## config.mk

```make
export PLATFORM = sky130hd
export DESIGN_NAME = pcb_lag_line
export DESIGN_NICKNAME = d
export VERILOG_FILES = /design/src/rtl/pcb_pkg.sv /design/src/rtl/pcb_lag_line.sv
export SDC_FILE = /design/constraint.sdc
export NUM_CORES = 1
export LEC_CHECK = 0
export CAP_MARGIN = 20
export CORE_AREA = 2 2 39 41
export DETAILED_ROUTE_END_ITERATION = 12
export DIE_AREA = 0 0 41 43
export GPL_TIMING_DRIVEN = 0
export SLEW_MARGIN = 20
export SYNTH_ARGS = -nofsm -noshare
export SYNTH_HDL_FRONTEND = slang
export SYNTH_SLANG_ARGS = --single-unit
```

## constraint.sdc

```tcl
create_clock -name clk -period 0.8 [get_ports clk]
set_input_delay 0.12 -clock clk [delete_from_list [all_inputs] [get_ports clk]]
set_output_delay 0.12 -clock clk [all_outputs]
set_load 0.02 [all_outputs]
```

## src/rtl/pcb_pkg.sv

```systemverilog
package pcb_pkg;

  // One entry of the lag line: parity of a sampled word plus its idle mark.
  typedef struct packed {
    logic par;
    logic idle;
  } pcb_tap_t;

  localparam pcb_tap_t PCB_TAP_CLR = '{par: 1'b0, idle: 1'b0};

endpackage

```

## src/rtl/pcb_lag_line.sv

```systemverilog
module pcb_lag_line
  import pcb_pkg::*;
#(
  parameter int BASE_LAG = 1
) (
  input  logic     clk,
  input  logic     rst,
  input  logic     extra_lag_i,
  input  pcb_tap_t tap_i,
  output pcb_tap_t tap_o
);

  localparam int DEPTH = BASE_LAG + 1;

  pcb_tap_t stage_q [DEPTH];

  always_ff @(posedge clk) begin
    if (rst) stage_q[0] <= PCB_TAP_CLR;
    else     stage_q[0] <= tap_i;
  end

  generate
    for (genvar g = 1; g < DEPTH; g++) begin : g_stage
      always_ff @(posedge clk) begin
        if (rst) stage_q[g] <= PCB_TAP_CLR;
        else     stage_q[g] <= stage_q[g-1];
      end
    end
  endgenerate

  // Tap point picks how long a word waits for its parity bit.
  assign tap_o = extra_lag_i ? stage_q[DEPTH-1] : stage_q[BASE_LAG-1];

endmodule

```

-- Word-level counts from Yosys, hierarchy flattened
Memories as Yosys holds them, arrays and structs flattened.
Cells that the tools add are included.
- register bits after elaboration: 0
- latch bits: 0
- memory bits (writable): 4
- bits in read-only memories: 0
- input bits: 5
- output and inout bits: 2
- memories: 1
- add/sub/neg operators: 0
- multiply operators: 0
- divide/modulo/power cells: 0
- order comparisons: 0
- equal/unequal tests: 0
- shift-type cells: 0
- mux-type cells: 6
- bitwise gates (word level): 2
- reductions and logical operators: 0
- memories (memory ; words ; width ; rd ports ; clocked after Yosys merged registers in ; wr ports ; RTL line ; RTL):
    stage_q ; 2 ; 2 ; 2 ; 0 ; 2 ; pcb_lag_line.sv:15 ; pcb_tap_t stage_q [DEPTH];
- operators by type and width (operator ; number):
    $mux 2 ; 3
    $mux 1 ; 3
    $or 1x1->1 ; 2

-- Logic depth before layout (Yosys ltp)
Gate-level depths: netlist (run 1).
- word-level depth: 3
- mapped depth: 1
- mapped depth without buffers: 1

-- Worst setup path before layout (run 1)
Ideal clock, no wire load.
- kind: reg2out
- start point: memory stage_q[0][0] in the netlist's numbering
- end point: output tap_o[0] in the netlist's numbering
- arrival: 579 ps
- required time: 680 ps
- slack: 101 ps
- stages on the path, launching flop included: 2
- cells stage by stage: dfxtp_1 mux2_4
- RTL lines (item ; RTL line ; RTL):
    start, declared ; pcb_lag_line.sv:15 ;
    end, declared ; pcb_lag_line.sv:10 ; output pcb_tap_t tap_o

==> run metrics, run 1 <==
CP Capture Type=output port; Top Registers=stage_q: 4 flops; I/O pin total=7; maxcap violations=0; RSZ-0062 raised after global routing=yes; full die area=1760 um2; Clock Tree Root=clkbuf_4; CTS sink count=4; Post-Place Worst Slack=-802 ps; H-tree depth=1; Worst VDD drop=0.921 mV; Syn Nets=15; Final Hold Vio Count=0; status=finished with violations; Max Slew Vio Count=0; worst setup path endpoint=tap_o[0]; Pwr Density=2190 nW/um2; worst min-delay path category=primary input to flip-flop; Seq/Total Area, Yosys=59.3%; Max-slew headroom=around nine tenths; CP max stage cell=dfxtp_1; Die H=about 43 um; IO buf count=6; R2R setup slack=270 ps; WP data required=a little under 700 ps; reg2reg start=stage_q[0][0]; Synth area leaders=dfxtp_1, mux2_4, nor2b_1; first-pass GRT wire length=386 um; Post-Route WL=~200 um; maximum clock path buffer count=2; Initial DRC Count=3; Area Overhead vs Synth=76.9%; fin nets=26; cell taking the most area after synthesis=dfxtp_1; Yosys reg bits=4; yosys warns=0; max reg flops=4; Finished Layout Cells=35; postcts setup bufs=0; register area=80.1 um2; Worst-path clk slew=approximately 30 ps; antenna violations before repair=0; layout cell share with drive strength beyond 1=36.8%; total grt overflow=0; largest net degree at the start of global routing=5; multi-input logic area=55.1 um2; Reg2Reg Depth=1; core area=around 1400 um2; Final ANT Viol Nets=0; Critical Path, Cell by Cell=mux2_4 -> buf_6; Vias=97; first-pass detailed-route iteration total=2; diodes inserted=0; Total Power=522 uW; Rows=14; top fanout value on the critical path=2; leakage=approximately 0.10 nW; CTS resizes=13; clock latency on the worst-skew pair=230 ps; clock tree from TritonCTS=done; vias in the first global route=108; gpl congestion=0.540; Initial Util=9.76%; Most flops, register=stage_q; Via density=~2.8; period utilization=131%; violated checks=negative setup slack; post-route setup TNS=-494 ps; Post-Synthesis Cells=10; fillers=between 150 and 200; # DRC=0; Worst path max stage delay=300 ps; Fmax achieved=953 MHz; dpl cells=32; Arr. time, crit path=approximately 930 ps; worst slew pin tran=141 ps; r2r endpoint=stage_q[1][0]; GRT Overall Usage=4.83%; Worst Setup SP=stage_q[0][0]; Setup crit start kind=flip-flop; setup violators final=2; Wirelength per Cell=5.63 um; Avg Cell Area, Syn=about 14 um2; critical path class=flip-flop to output port; Synth top area share=59.3%; Die X-Extent=approximately 41 um; worst hold slack=442 ps; min cycle time layout=1050 ps; Synth Cell Area=~140 um2; Worst Clk Skew=between 1.5 and 2 ps; number of hold-repair buffers added at the cts stage=0; Yosys cell types=3; setup ws final=-249 ps; total CTS buffers=3
==> stage by stage <==
stage	util, %	area, um2
5_1_grt	17.3	239
2_1_floorplan	-	135
6_report	17.3	239
3_5_place_dp	15.6	215
3_3_place_gp	15.6	215
4_1_cts	17.3	239
==> final cells by class <==
| type | instances | share of cell area (%) |
|---|---|---|
| well taps | 16 | 8.38 |
| multi-input cells | 6 | 23.0 |
| clock buffers | 3 | 9.42 |
| flip-flops and latches | 4 | 33.5 |
| repair buffers | 6 | 25.7 |
==> where the power goes <==
group	internal (mW)	total, mW	leakage [nW]	switching (mW)
clock network	0.168	0.248	0.0138	0.0805
logic	0.0408	0.0608	0.0543	0.0200
registers	0.210	0.213	0.0331	0.00313
==> cells by family after synthesis <==
logic type	after synthesis	synth area share, %
mux	2	22.2
flops	4	59.3
simple gates	4	18.5
==> per-layer routing <==
metal,vias to the layer above,share of wire (%),global-route usage (%)
met5,-,0,0
met4,0,4.1,6.00
met3,2,32,9.42
met2,10,26,3.75
met1,35,37,2.91
li1,50,-,-
==> cells in the mapped netlist <==
| library cell | n |
|---|---|
| nor2b_1 | 4 |
| mux2_4 | 2 |
| dfxtp_1 | 4 |
==> cell usage in the layout (no fill, tap or decap) <==
master and n:
dfxtp_1 4, mux2_4 2, dlygate4sd2_1 1, clkbuf_4 3, clkdlybuf4s50_1 3, buf_6 2, nor2b_1 4
==> critical path, delay by kind of cell (launching register included) <==
family	cells	cell delay (ps)
flops	1	300
buf+inv	1	130
mux	1	270
==> worst min-delay path by stage <==
stage / start / endpoint / slack, ps / cells after the start
2_1_floorplan: rst / stage_q[0][0] / 190 / 1
3_3_place_gp: stage_q[0][0] / stage_q[1][0] / 460 / 1
3_5_place_dp: stage_q[0][1] / stage_q[1][1] / 460 / 1
4_1_cts: tap_i[1] / stage_q[0][1] / 440 / 2
5_1_grt: tap_i[0] / stage_q[0][0] / 440 / 2
6_report: tap_i[1] / stage_q[0][1] / 440 / 2
(Power assumes the default switching activity.)
==> inputs of run 2 (changes only) <==
- SETUP_SLACK_MARGIN: default -> 0.3
==> run 2 against run 1 <==
Effect of this change:
- the run still ends with negative setup slack left
- global-route usage stayed put
- register-to-register slack is essentially flat
- hold slack lost 330 ps
- sequential share of layout area decreased by 0.68 points
- clock skew hardly changed
- worst setup slack worse by 6.1 ps
- final cell count is the same
- flip-flop and latch count did not move
- routed wire length increased by 2.0%
==> run metrics, run 2 (synthesized netlist as in run 1, its figures left out) <==
status=finished with violations; violated checks=negative setup slack; Fmax achieved=948 MHz; Worst-path clk slew=30 ps; period utilization=132%; Initial DRC Count=3; Pwr Density=2110 nW/um2; post-route setup TNS=-505 ps; CP Capture Type=output port; maximum clock path buffer count=2; antenna violations before repair=0; multi-input logic area=62.6 um2; Clock Tree Root=clkbuf_4; Arr. time, crit path=~940 ps; Die X-Extent=41 um; CP max stage cell=dfxtp_2; total CTS buffers=3; Max Slew Vio Count=0; I/O pin total=7; CTS sink count=4; worst hold path stage count=2; gpl congestion=0.540; leakage=0.116 nW; post-layout util=17.9%; worst min-delay path category=primary input to flip-flop; Wirelength per Cell=5.74 um; first-pass detailed-route iteration total=2; RSZ-0062 raised after global routing=yes; commonest cells after routing, fill and taps aside=nor2b_1, clkbuf_4, dlygate4sd2_1, dfxtp_1; Max-slew headroom=87.3%; clock tree from TritonCTS=done; Die H=43 um; register area=roughly 81 um2; Post-Route WL=201 um; GRT Overall Usage=4.83%; Worst VDD drop=0.921 mV; Reg2Reg Depth=1; max reg flops=4; # DRC=0; clock latency on the worst-skew pair=between 200 and 250 ps; vias in the first global route=108; H-tree depth=1; critical path class=flip-flop to output port; Final ANT Viol Nets=0; core area=1380 um2; Area Overhead vs Synth=83.3%; largest net degree at the start of global routing=5; full die area=1760 um2; diodes inserted=0; Via density=2.77; Rows=14; min cycle time layout=1060 ps; total grt overflow=0; fillers=about 150; Initial Util=9.76%; worst slew pin tran=191 ps; Final Hold Vio Count=0; layout cell share with drive strength beyond 1=47.4%; worst hold slack=roughly 110 ps; Critical Path, Cell by Cell=mux2_4 -> buf_6; Most flops, register=stage_q; setup ws final=-255 ps; Vias=97; postcts setup bufs=0; Setup crit start kind=flip-flop; Top Registers=stage_q: 4 flops; setup violators final=2; first-pass GRT wire length=between 300 and 400 um; Worst Clk Skew=1.54 ps; maxcap violations=0; IO buf count=6; Worst path max stage delay=310 ps; WP data required=680 ps; top fanout value on the critical path=2; fin nets=26
[run 2: changes by cell type in the layout (fill, tap and decap cells not counted), sizes merged]
cell,previous run,this run
dlymetal6s2s,0,1
dlygate4sd2,1,3
clkdlybuf4s50,3,0
[run 2: final timing paths]
path	start	endpoint	slack [ps]
setup / recovery	stage_q[0][1]	tap_o[1]	-260
hold / removal	tap_i[1]	stage_q[0][1]	110
setup reg to reg	stage_q[0][0]	stage_q[1][0]	270
hold reg to reg	stage_q[0][1]	stage_q[1][1]	460
[run 2: worst max-delay path: cells and delay by family (launching register included)]
family	cells	cell delay, ps
DFF	1	310
muxes	1	260
buffers and inverters	1	130
[run 2: report_power, final]
group	internal [mW]	switching (mW)
Clock	0.168	0.0803
Combinational	0.0385	0.0212
Sequential	0.211	0.00339
Total	0.417	0.105
[run 2: per-layer routing]
| metal | share of wire, % | vias up | GRT usage [%] |
|---|---|---|---|
| met3 | 31 | 2 | 9.42 |
| met1 | 37 | 35 | 2.91 |
| met5 | 0 | - | 0 |
| met2 | 26 | 10 | 3.75 |
| met4 | 4.0 | 0 | 6.00 |
| li1 | - | 50 | - |
[run 2: layout make-up]
cell class,count,area share (%)
Clock buffer,3,9.09
Multi-Input combinational cell,6,25.3
Sequential cell,4,32.8
Tap cell,16,8.08
Timing Repair Buffer,6,24.7
[run 2: repair_timing]
action	4_1_cts	5_1_grt
hold buffers	0	0
setup endpoints to repair	6	5
resized for setup	15	3
[run 2: metrics by stage]
stage	total power, mW	cell area (um2)	setup WS (ps)	instances
floorplan	0.241	135	101	10
global placement	0.276	215	-794	32
detailed placement	0.277	215	-802	32
CTS	0.535	236	-262	35
global route	0.576	248	-290	35
finish	0.522	248	-255	35
==> inputs of run 3 (changes only) <==
- CAP_MARGIN: 20 -> default
==> results of run 3 <==
Same layout as run 2: the final DEF is identical, and so are final timing and power.
